`src/rtl/cec_tx_pkg.sv`:
```
package cec_tx_pkg;
    localparam logic [7:0] A_CTL   = 8'h00;
    localparam logic [7:0] A_INIT  = 8'h04;
    localparam logic [7:0] A_DEST  = 8'h08;
    localparam logic [7:0] A_OPC   = 8'h0C;
    localparam logic [7:0] A_START = 8'h10;
    localparam logic [7:0] A_STAT  = 8'h14;
    localparam logic [7:0] A_OPND  = 8'h40;

    localparam logic [1:0] ST_OK   = 2'b00;
    localparam logic [1:0] ST_ARB  = 2'b01;
    localparam logic [1:0] ST_NACK = 2'b10;

    typedef enum logic [0:0] {SQ_IDLE, SQ_SEND} sq_state_e;
endpackage

```
`src/rtl/cec_tx_regs.sv`:
```
module cec_tx_regs
    import cec_tx_pkg::*;
#(
    parameter int unsigned N_OPND = 14,
    localparam int unsigned CW = $clog2(N_OPND + 1)
) (
    input  logic                    clk,
    input  logic                    rst_n,
    input  logic                    host_we,
    input  logic [7:0]              host_addr,
    input  logic [7:0]              host_wdata,
    output logic [7:0]              host_rdata,
    input  logic                    busy,
    input  logic                    wipe,
    input  logic [2:0]              att,
    input  logic [1:0]              stat,
    input  logic                    clr_pend,
    output logic                    start,
    output logic                    clear_wr,
    output logic [7:0]              hdr,
    output logic                    poll,
    output logic [7:0]              opc,
    output logic [N_OPND-1:0][7:0]  opnd,
    output logic [CW-1:0]           cnt,
    output logic [2:0]              limit
);
    typedef struct packed {
        logic [3:0]             init;
        logic [3:0]             dest;
        logic                   poll;
        logic [7:0]             opc;
        logic [N_OPND-1:0][7:0] opnd;
        logic [CW-1:0]          cnt;
        logic [2:0]             limit;
    } regs_t;

    regs_t q, d;

    always_comb begin
        d        = q;
        start    = 1'b0;
        clear_wr = 1'b0;
        if (host_we) begin
            if (host_addr == A_CTL && host_wdata[7]) clear_wr = 1'b1;
            if (!busy) begin
                if (host_addr == A_CTL)  d.limit = host_wdata[6:4];
                if (host_addr == A_INIT) d.init  = host_wdata[3:0];
                if (host_addr == A_DEST) begin
                    d.poll = host_wdata[7];
                    d.dest = host_wdata[3:0];
                end
                if (host_addr == A_OPC)  d.opc = host_wdata;
                if (host_addr == A_START) begin
                    d.cnt = (32'(host_wdata[3:0]) > N_OPND) ? CW'(N_OPND)
                                                            : CW'(host_wdata[3:0]);
                    start = host_wdata[4];
                end
                for (int i = 0; i < N_OPND; i++) begin
                    if (host_addr == A_OPND + 8'(4 * i)) d.opnd[i] = host_wdata;
                end
            end
        end
        if (wipe) begin
            d.init = '0;
            d.dest = '0;
            d.poll = 1'b0;
            d.opc  = '0;
            d.opnd = '0;
            d.cnt  = '0;
        end
    end

    always_ff @(posedge clk or negedge rst_n) begin
        if (!rst_n) q <= '0;
        else        q <= d;
    end

    always_comb begin
        host_rdata = '0;
        if (host_addr == A_CTL)
            host_rdata = {clr_pend, (busy || stat != ST_OK) ? att : q.limit, 4'b0000};
        if (host_addr == A_INIT) host_rdata = {4'b0000, q.init};
        if (host_addr == A_DEST) host_rdata = {q.poll, 3'b000, q.dest};
        if (host_addr == A_OPC)  host_rdata = q.opc;
        if (host_addr == A_START) begin
            host_rdata[4]      = busy;
            host_rdata[CW-1:0] = q.cnt;
        end
        if (host_addr == A_STAT) host_rdata = {6'b000000, stat};
        for (int i = 0; i < N_OPND; i++) begin
            if (host_addr == A_OPND + 8'(4 * i)) host_rdata = q.opnd[i];
        end
    end

    assign hdr   = {q.init, q.dest};
    assign poll  = q.poll;
    assign opc   = q.opc;
    assign opnd  = q.opnd;
    assign cnt   = q.cnt;
    assign limit = q.limit;

    AST_LIMIT_FROZEN: assert property (@(posedge clk) disable iff (!rst_n)
        $past(busy) |-> $stable(q.limit) && $stable(q.opc) && $stable(q.cnt));
    AST_WIPE_ZERO: assert property (@(posedge clk) disable iff (!rst_n)
        wipe && !host_we |=> q.cnt == '0 && q.opc == '0);
endmodule

```
`src/rtl/cec_tx_seq.sv`:
```
module cec_tx_seq
    import cec_tx_pkg::*;
#(
    parameter int unsigned N_OPND = 14,
    localparam int unsigned CW = $clog2(N_OPND + 1),
    localparam int unsigned IW = $clog2(N_OPND + 2)
) (
    input  logic                   clk,
    input  logic                   rst_n,
    input  logic                   start,
    input  logic                   clear_wr,
    input  logic [7:0]             hdr,
    input  logic                   poll,
    input  logic [7:0]             opc,
    input  logic [N_OPND-1:0][7:0] opnd,
    input  logic [CW-1:0]          cnt,
    input  logic [2:0]             limit,
    input  logic                   xb_done,
    input  logic                   xb_nack,
    input  logic                   xb_arb_lost,
    output logic                   xb_valid,
    output logic [7:0]             xb_data,
    output logic                   xb_eom,
    output logic                   busy,
    output logic                   wipe,
    output logic [2:0]             att,
    output logic [1:0]             stat,
    output logic                   clr_pend,
    output logic                   ev_empty,
    output logic                   ev_nack_max,
    output logic                   ev_arb_lost
);
    typedef struct packed {
        sq_state_e     st;
        logic [IW-1:0] idx;
        logic [2:0]    att;
        logic [1:0]    stat;
        logic          clr;
        logic          ev_e;
        logic          ev_n;
        logic          ev_a;
    } seq_t;

    seq_t q, d;
    logic [IW:0] total;
    logic        last;
    logic        fail;

    assign total = poll ? (IW+1)'(1) : (IW+1)'(cnt) + (IW+1)'(2);
    assign last  = ((IW+1)'(q.idx) + (IW+1)'(1)) == total;
    assign fail  = xb_nack || xb_arb_lost;

    always_comb begin
        xb_data = hdr;
        if (q.idx == IW'(1)) xb_data = opc;
        for (int i = 0; i < N_OPND; i++) begin
            if (q.idx == IW'(i + 2)) xb_data = opnd[i];
        end
    end

    always_comb begin
        d      = q;
        d.ev_e = 1'b0;
        d.ev_n = 1'b0;
        d.ev_a = 1'b0;
        wipe   = 1'b0;
        case (q.st)
            SQ_IDLE: begin
                if (q.clr) begin
                    wipe   = 1'b1;
                    d.clr  = 1'b0;
                    d.stat = ST_OK;
                    d.att  = '0;
                end else if (start) begin
                    d.st   = SQ_SEND;
                    d.idx  = '0;
                    d.att  = '0;
                    d.stat = ST_OK;
                end
            end
            SQ_SEND: begin
                if (xb_done) begin
                    if (q.clr) begin
                        d.st = SQ_IDLE;
                    end else if (fail) begin
                        if (q.att == limit) begin
                            d.st   = SQ_IDLE;
                            d.ev_e = 1'b1;
                            d.ev_a = xb_arb_lost;
                            d.ev_n = !xb_arb_lost;
                            d.stat = xb_arb_lost ? ST_ARB : ST_NACK;
                        end else begin
                            d.att = q.att + 3'd1;
                            d.idx = '0;
                        end
                    end else if (last) begin
                        d.st   = SQ_IDLE;
                        d.ev_e = 1'b1;
                    end else begin
                        d.idx = q.idx + IW'(1);
                    end
                end
            end
            default: d.st = SQ_IDLE;
        endcase
        if (clear_wr) d.clr = 1'b1;
    end

    always_ff @(posedge clk or negedge rst_n) begin
        if (!rst_n) q <= '0;
        else        q <= d;
    end

    assign xb_valid    = (q.st == SQ_SEND);
    assign xb_eom      = xb_valid && last;
    assign busy        = xb_valid;
    assign att         = q.att;
    assign stat        = q.stat;
    assign clr_pend    = q.clr;
    assign ev_empty    = q.ev_e;
    assign ev_nack_max = q.ev_n;
    assign ev_arb_lost = q.ev_a;

    AST_POLL_SINGLE: assert property (@(posedge clk) disable iff (!rst_n)
        xb_valid && poll && q.idx == '0 |-> xb_eom);
    AST_RESTART_HDR: assert property (@(posedge clk) disable iff (!rst_n)
        xb_valid && xb_done && fail && !q.clr && q.att != limit |=> xb_valid && q.idx == '0);
    AST_ATT_BOUND: assert property (@(posedge clk) disable iff (!rst_n)
        busy |-> q.att <= limit);
    AST_DONE_CLEAN: assert property (@(posedge clk) disable iff (!rst_n)
        xb_valid && xb_done && xb_eom && !fail && !q.clr |=> !xb_valid && ev_empty && !ev_nack_max && !ev_arb_lost);
    AST_ERR_EXCL: assert property (@(posedge clk) disable iff (!rst_n)
        $onehot0({ev_nack_max, ev_arb_lost}));
    AST_ERR_WITH_EMPTY: assert property (@(posedge clk) disable iff (!rst_n)
        ev_nack_max |-> ev_empty);
    AST_CLR_ABORT: assert property (@(posedge clk) disable iff (!rst_n)
        q.clr && xb_valid && xb_done |=> !xb_valid && !ev_empty);
endmodule

```
`src/rtl/cec_tx_stager.sv`:
```
module cec_tx_stager
    import cec_tx_pkg::*;
#(
    parameter int unsigned N_OPND = 14
) (
    input  logic       clk,
    input  logic       rst_n,
    input  logic       host_we,
    input  logic [7:0] host_addr,
    input  logic [7:0] host_wdata,
    output logic [7:0] host_rdata,
    output logic       xb_valid,
    output logic [7:0] xb_data,
    output logic       xb_eom,
    input  logic       xb_done,
    input  logic       xb_nack,
    input  logic       xb_arb_lost,
    output logic       ev_empty,
    output logic       ev_nack_max,
    output logic       ev_arb_lost
);
    localparam int unsigned CW = $clog2(N_OPND + 1);

    logic                   busy, wipe, clr_pend, start, clear_wr, poll;
    logic [2:0]             att, limit;
    logic [1:0]             stat;
    logic [7:0]             hdr, opc;
    logic [N_OPND-1:0][7:0] opnd;
    logic [CW-1:0]          cnt;

    cec_tx_regs #(.N_OPND(N_OPND)) u_regs (
        .clk        (clk),
        .rst_n      (rst_n),
        .host_we    (host_we),
        .host_addr  (host_addr),
        .host_wdata (host_wdata),
        .host_rdata (host_rdata),
        .busy       (busy),
        .wipe       (wipe),
        .att        (att),
        .stat       (stat),
        .clr_pend   (clr_pend),
        .start      (start),
        .clear_wr   (clear_wr),
        .hdr        (hdr),
        .poll       (poll),
        .opc        (opc),
        .opnd       (opnd),
        .cnt        (cnt),
        .limit      (limit)
    );

    cec_tx_seq #(.N_OPND(N_OPND)) u_seq (
        .clk         (clk),
        .rst_n       (rst_n),
        .start       (start),
        .clear_wr    (clear_wr),
        .hdr         (hdr),
        .poll        (poll),
        .opc         (opc),
        .opnd        (opnd),
        .cnt         (cnt),
        .limit       (limit),
        .xb_done     (xb_done),
        .xb_nack     (xb_nack),
        .xb_arb_lost (xb_arb_lost),
        .xb_valid    (xb_valid),
        .xb_data     (xb_data),
        .xb_eom      (xb_eom),
        .busy        (busy),
        .wipe        (wipe),
        .att         (att),
        .stat        (stat),
        .clr_pend    (clr_pend),
        .ev_empty    (ev_empty),
        .ev_nack_max (ev_nack_max),
        .ev_arb_lost (ev_arb_lost)
    );

    AST_NO_EVENT_BUSY: assert property (@(posedge clk) disable iff (!rst_n)
        xb_valid |-> !ev_empty);
endmodule

```
`config.mk`:
```
export PLATFORM = sky130hd
export DESIGN_NAME = cec_tx_stager
export DESIGN_NICKNAME = d
export VERILOG_FILES = /design/src/rtl/cec_tx_pkg.sv /design/src/rtl/cec_tx_regs.sv /design/src/rtl/cec_tx_seq.sv /design/src/rtl/cec_tx_stager.sv
export SDC_FILE = /design/constraint.sdc
export NUM_CORES = 1
export LEC_CHECK = 0
export ABC_CLOCK_PERIOD_IN_PS = 6100
export BUFFER_PORTS_ARGS = -buffer_cell sky130_fd_sc_hd__clkbuf_2
export CAP_MARGIN = 5
export CORE_UTILIZATION = 55
export DETAILED_ROUTE_END_ITERATION = 16
export GPL_TIMING_DRIVEN = 0
export PLACE_DENSITY_LB_ADDON = 0.08
export SLEW_MARGIN = 20
export SYNTH_ARGS = -nofsm -noshare
export SYNTH_HDL_FRONTEND = slang
export SYNTH_SLANG_ARGS = --single-unit
```
`constraint.sdc`:
```
create_clock -name clk -period 6.1 [get_ports clk]
set_input_delay 1.22 -clock clk [delete_from_list [all_inputs] [get_ports clk]]
set_output_delay 1.22 -clock clk [all_outputs]
set_load 0.01 [all_outputs]
```
==> results.sh <==
export IMPL_ios=43
export IMPL_die_area_um2=17100
export IMPL_skew_ns=0.0104
export IMPL_critical_path_startpoint="host_addr[2]"
export IMPL_status="finished clean"
export IMPL_cts_resized=0
export IMPL_cts_tree="yes"
export IMPL_final_common_cell="nand2_1"
export IMPL_p_leak_nw=4.21
export IMPL_place_congestion=1.11
export IMPL_synth_edf_count=0
export IMPL_postCtsSetupRepairBufs=0
export IMPL_drc=0
export IMPL_setup_violations=0
export IMPL_synth_area_per_cell_um2=8.38
export IMPL_synth_distinct_cells=71
export IMPL_layout_min_cycle_time_ns=5.32
export IMPL_ys_seq_elements=150
export IMPL_clk_latency_ns=0.45
export IMPL_syn_cell_area_um2=9100
export IMPL_syn_nets=1115
export IMPL_dr_pass1_iters=10
export IMPL_slew_viol_final=0
export IMPL_coreArea_um2=16000
export IMPL_grt_pass1_wl_um=59300
export IMPL_grt_max_degree=77
export IMPL_maxCapViolations=0
export IMPL_path_class="in -> out"
export IMPL_drive_gt1_share_pct=11.4
export IMPL_cp_start_kind="input pin"
export IMPL_yosysWarnings=0
export IMPL_synthArstFlopShare_pct=100
export IMPL_grt_ovfl_total=0
export IMPL_ys_seq_area_share_pct=41.2
export IMPL_rows=46
export IMPL_ys_flop_type="dfrtp_1"
export IMPL_powerDensity_nw_per_um2=307
export IMPL_rsz0062_at_grt="no"
export IMPL_drtAntennaViolNets=0
export IMPL_total_power_mw=3.13
export IMPL_clockBufferDepth=2
export IMPL_post_route_period_util_pct=87.2
export IMPL_numPortBuffers=40
export IMPL_post_drt_wl_per_cell_um=30.1
export IMPL_drtIter0Drc=1845
export IMPL_worstPathMaxFanout=10
export IMPL_relSlewSlack_pct=23.8
export IMPL_hold_start="u_regs.opnd[87]"
export IMPL_antenna_cells=0
export IMPL_hpwl_um=30000
export IMPL_htree_levels=4
export IMPL_areaGrowthSynthToFinish_pct=12.1
export IMPL_setup_tns_ns=0
export IMPL_cts_hold_buf=0
export IMPL_num_vias=10100
export IMPL_cp_arrival_ns=4.10
export IMPL_cts_root_buf="clkbuf_16"
export IMPL_clock_fmax_ghz=0.188
export IMPL_numCtsBuffers=17
export IMPL_cp_end_kind="output port"
export IMPL_grt_usage_pct=50.0
export IMPL_die_h_um=131
export IMPL_grt_antenna_before_repair=3
export IMPL_cp_required_ns=4.88
export IMPL_start_util_pct=56.9
export IMPL_vias_per_cell=7.32
export IMPL_finalNetCount=1175
export IMPL_cts_sinks=150
export IMPL_fillers=1448
export IMPL_hold_viol_final=0
export IMPL_first_global_vias=9024
export IMPL_clk_pin_slew_ns=0.07
export IMPL_worst_pin_slew_ns=1.14
export IMPL_layout_common_cells="nand2_1, o21ai_0, dfrtp_1, nor2_1, clkbuf_1"
export IMPL_hold_path_class="reg -> reg"
export IMPL_netlist_instances=1087
export IMPL_die_w_um=131
export IMPL_drt_wl_total_um=41500
export IMPL_irDropWorstVdd_mv=0.253
export IMPL_r2r_start="u_seq.busy"
## cells in the mapped netlist (6+ instances only)
library cell / instances / area (um^2)
nand2_1: 170 / 638
o21ai_0: 157 / 786
dfrtp_1: 150 / 3750
nor2_1: 75 / 282
clkbuf_1: 58 / 218
a21oi_1: 50 / 250
nand3_1: 39 / 195
a22oi_1: 35 / 263
o22ai_1: 34 / 213
nor3_1: 22 / 110
mux2_2: 20 / 225
nand2b_1: 20 / 125
nor2b_1: 19 / 119
buf_2: 18 / 90.1
a31oi_1: 16 / 100
a22o_1: 15 / 131
mux2i_1: 15 / 150
o221ai_1: 14 / 123
a221o_1: 8 / 80.1
inv_1: 8 / 30.0
nand3b_1: 8 / 60.1
or2_2: 8 / 50.1
xor2_1: 7 / 61.3
a32oi_1: 6 / 52.6
buf_1: 6 / 22.5
ha_1: 6 / 75.1
o32ai_1: 6 / 52.6
## final timing paths
| check | to | slack (ns) | cells after the start |
|---|---|---|---|
| setup / recovery | host_rdata[1] | 0.78 | 9 |
| hold / removal | u_regs.opnd[87] | 0.52 | 2 |
| setup reg to reg | u_regs.opnd[100] | 2.89 | 5 |
| hold reg to reg | u_regs.opnd[87] | 0.52 | 2 |
| max in group asynchronous | u_regs.opnd[56] | 4.50 | 2 |
| min in group asynchronous | u_seq.stat[0] | 0.79 | 1 |
## stage by stage
step / util (%) / instances / cell area (um^2) / setup WS, ns / hold slack (ns)
2_1_floorplan: - / 1087 / 9100 / 1.92 / 0.457
3_3_place_gp: 59.8 / 1343 / 9580 / 1.06 / 0.491
3_5_place_dp: 60.1 / 1344 / 9620 / 1.04 / 0.492
4_1_cts: 63.8 / 1376 / 10200 / 1.03 / 0.514
5_1_grt: 63.8 / 1376 / 10200 / 0.776 / 0.542
6_report: 63.8 / 1376 / 10200 / 0.783 / 0.517
## critical path, cell delays in order
cell      delay, ns
buf_2          0.18
buf_2          0.26
buf_1          0.69
clkbuf_1       0.58
o211ai_1       0.20
a22oi_1        0.33
o221ai_1       0.27
a21oi_1        0.21
clkbuf_2       0.16
## sequential cells by signal, summed over array words and instances, names as in the netlist, 2 cells and up
name,flops
u_regs.limit,3
u_regs.opnd,112
u_seq.att,3
u_regs.cnt,4
u_regs.opc,8
u_regs.hdr,8
u_seq.stat,2
u_seq.q,4
## power by group
part           internal [mW]  switching (mW)  leakage, nW  total (mW)
Combinational          0.260           0.568         1.86       0.829
Clock                  0.582           0.499        0.286        1.08
Sequential              1.09           0.133         2.06        1.22
Total                   1.93            1.20         4.21        3.13
## metal layers
layer  wire length [um]  up-vias  track usage [%]
li1                   -     4142                -
met1              15700     4745             66.4
met2              16700      928             70.3
met3               6020      250             16.2
met4               3050        4             30.9
met5                 19        -                0
## cell type report
cell class                 instances  area [um^2]  share of cell area [%]
multi-input combinational        847         5000                    49.0
sequential                       150         3750                    36.8
clock buffer                      18          429                    4.21
buffer                            82          330                    3.24
tap                              216          270                    2.65
timing repair buffer              41          236                    2.32
clock inverter                    14          155                    1.52
inverter                           8         30.0                   0.294
## cells by family (layout without fill, tap and decap cells)
logic type	Yosys count	in the layout	share of synthesized area (%)
xor+xnor	9	9	0.866
simple gates	405	405	21.8
mux	35	35	4.12
buf+inv	90	163	3.96
fa+ha+maj	6	6	0.824
compound gates	392	392	27.2
flops	150	150	41.2
(Power assumes the default switching activity.)
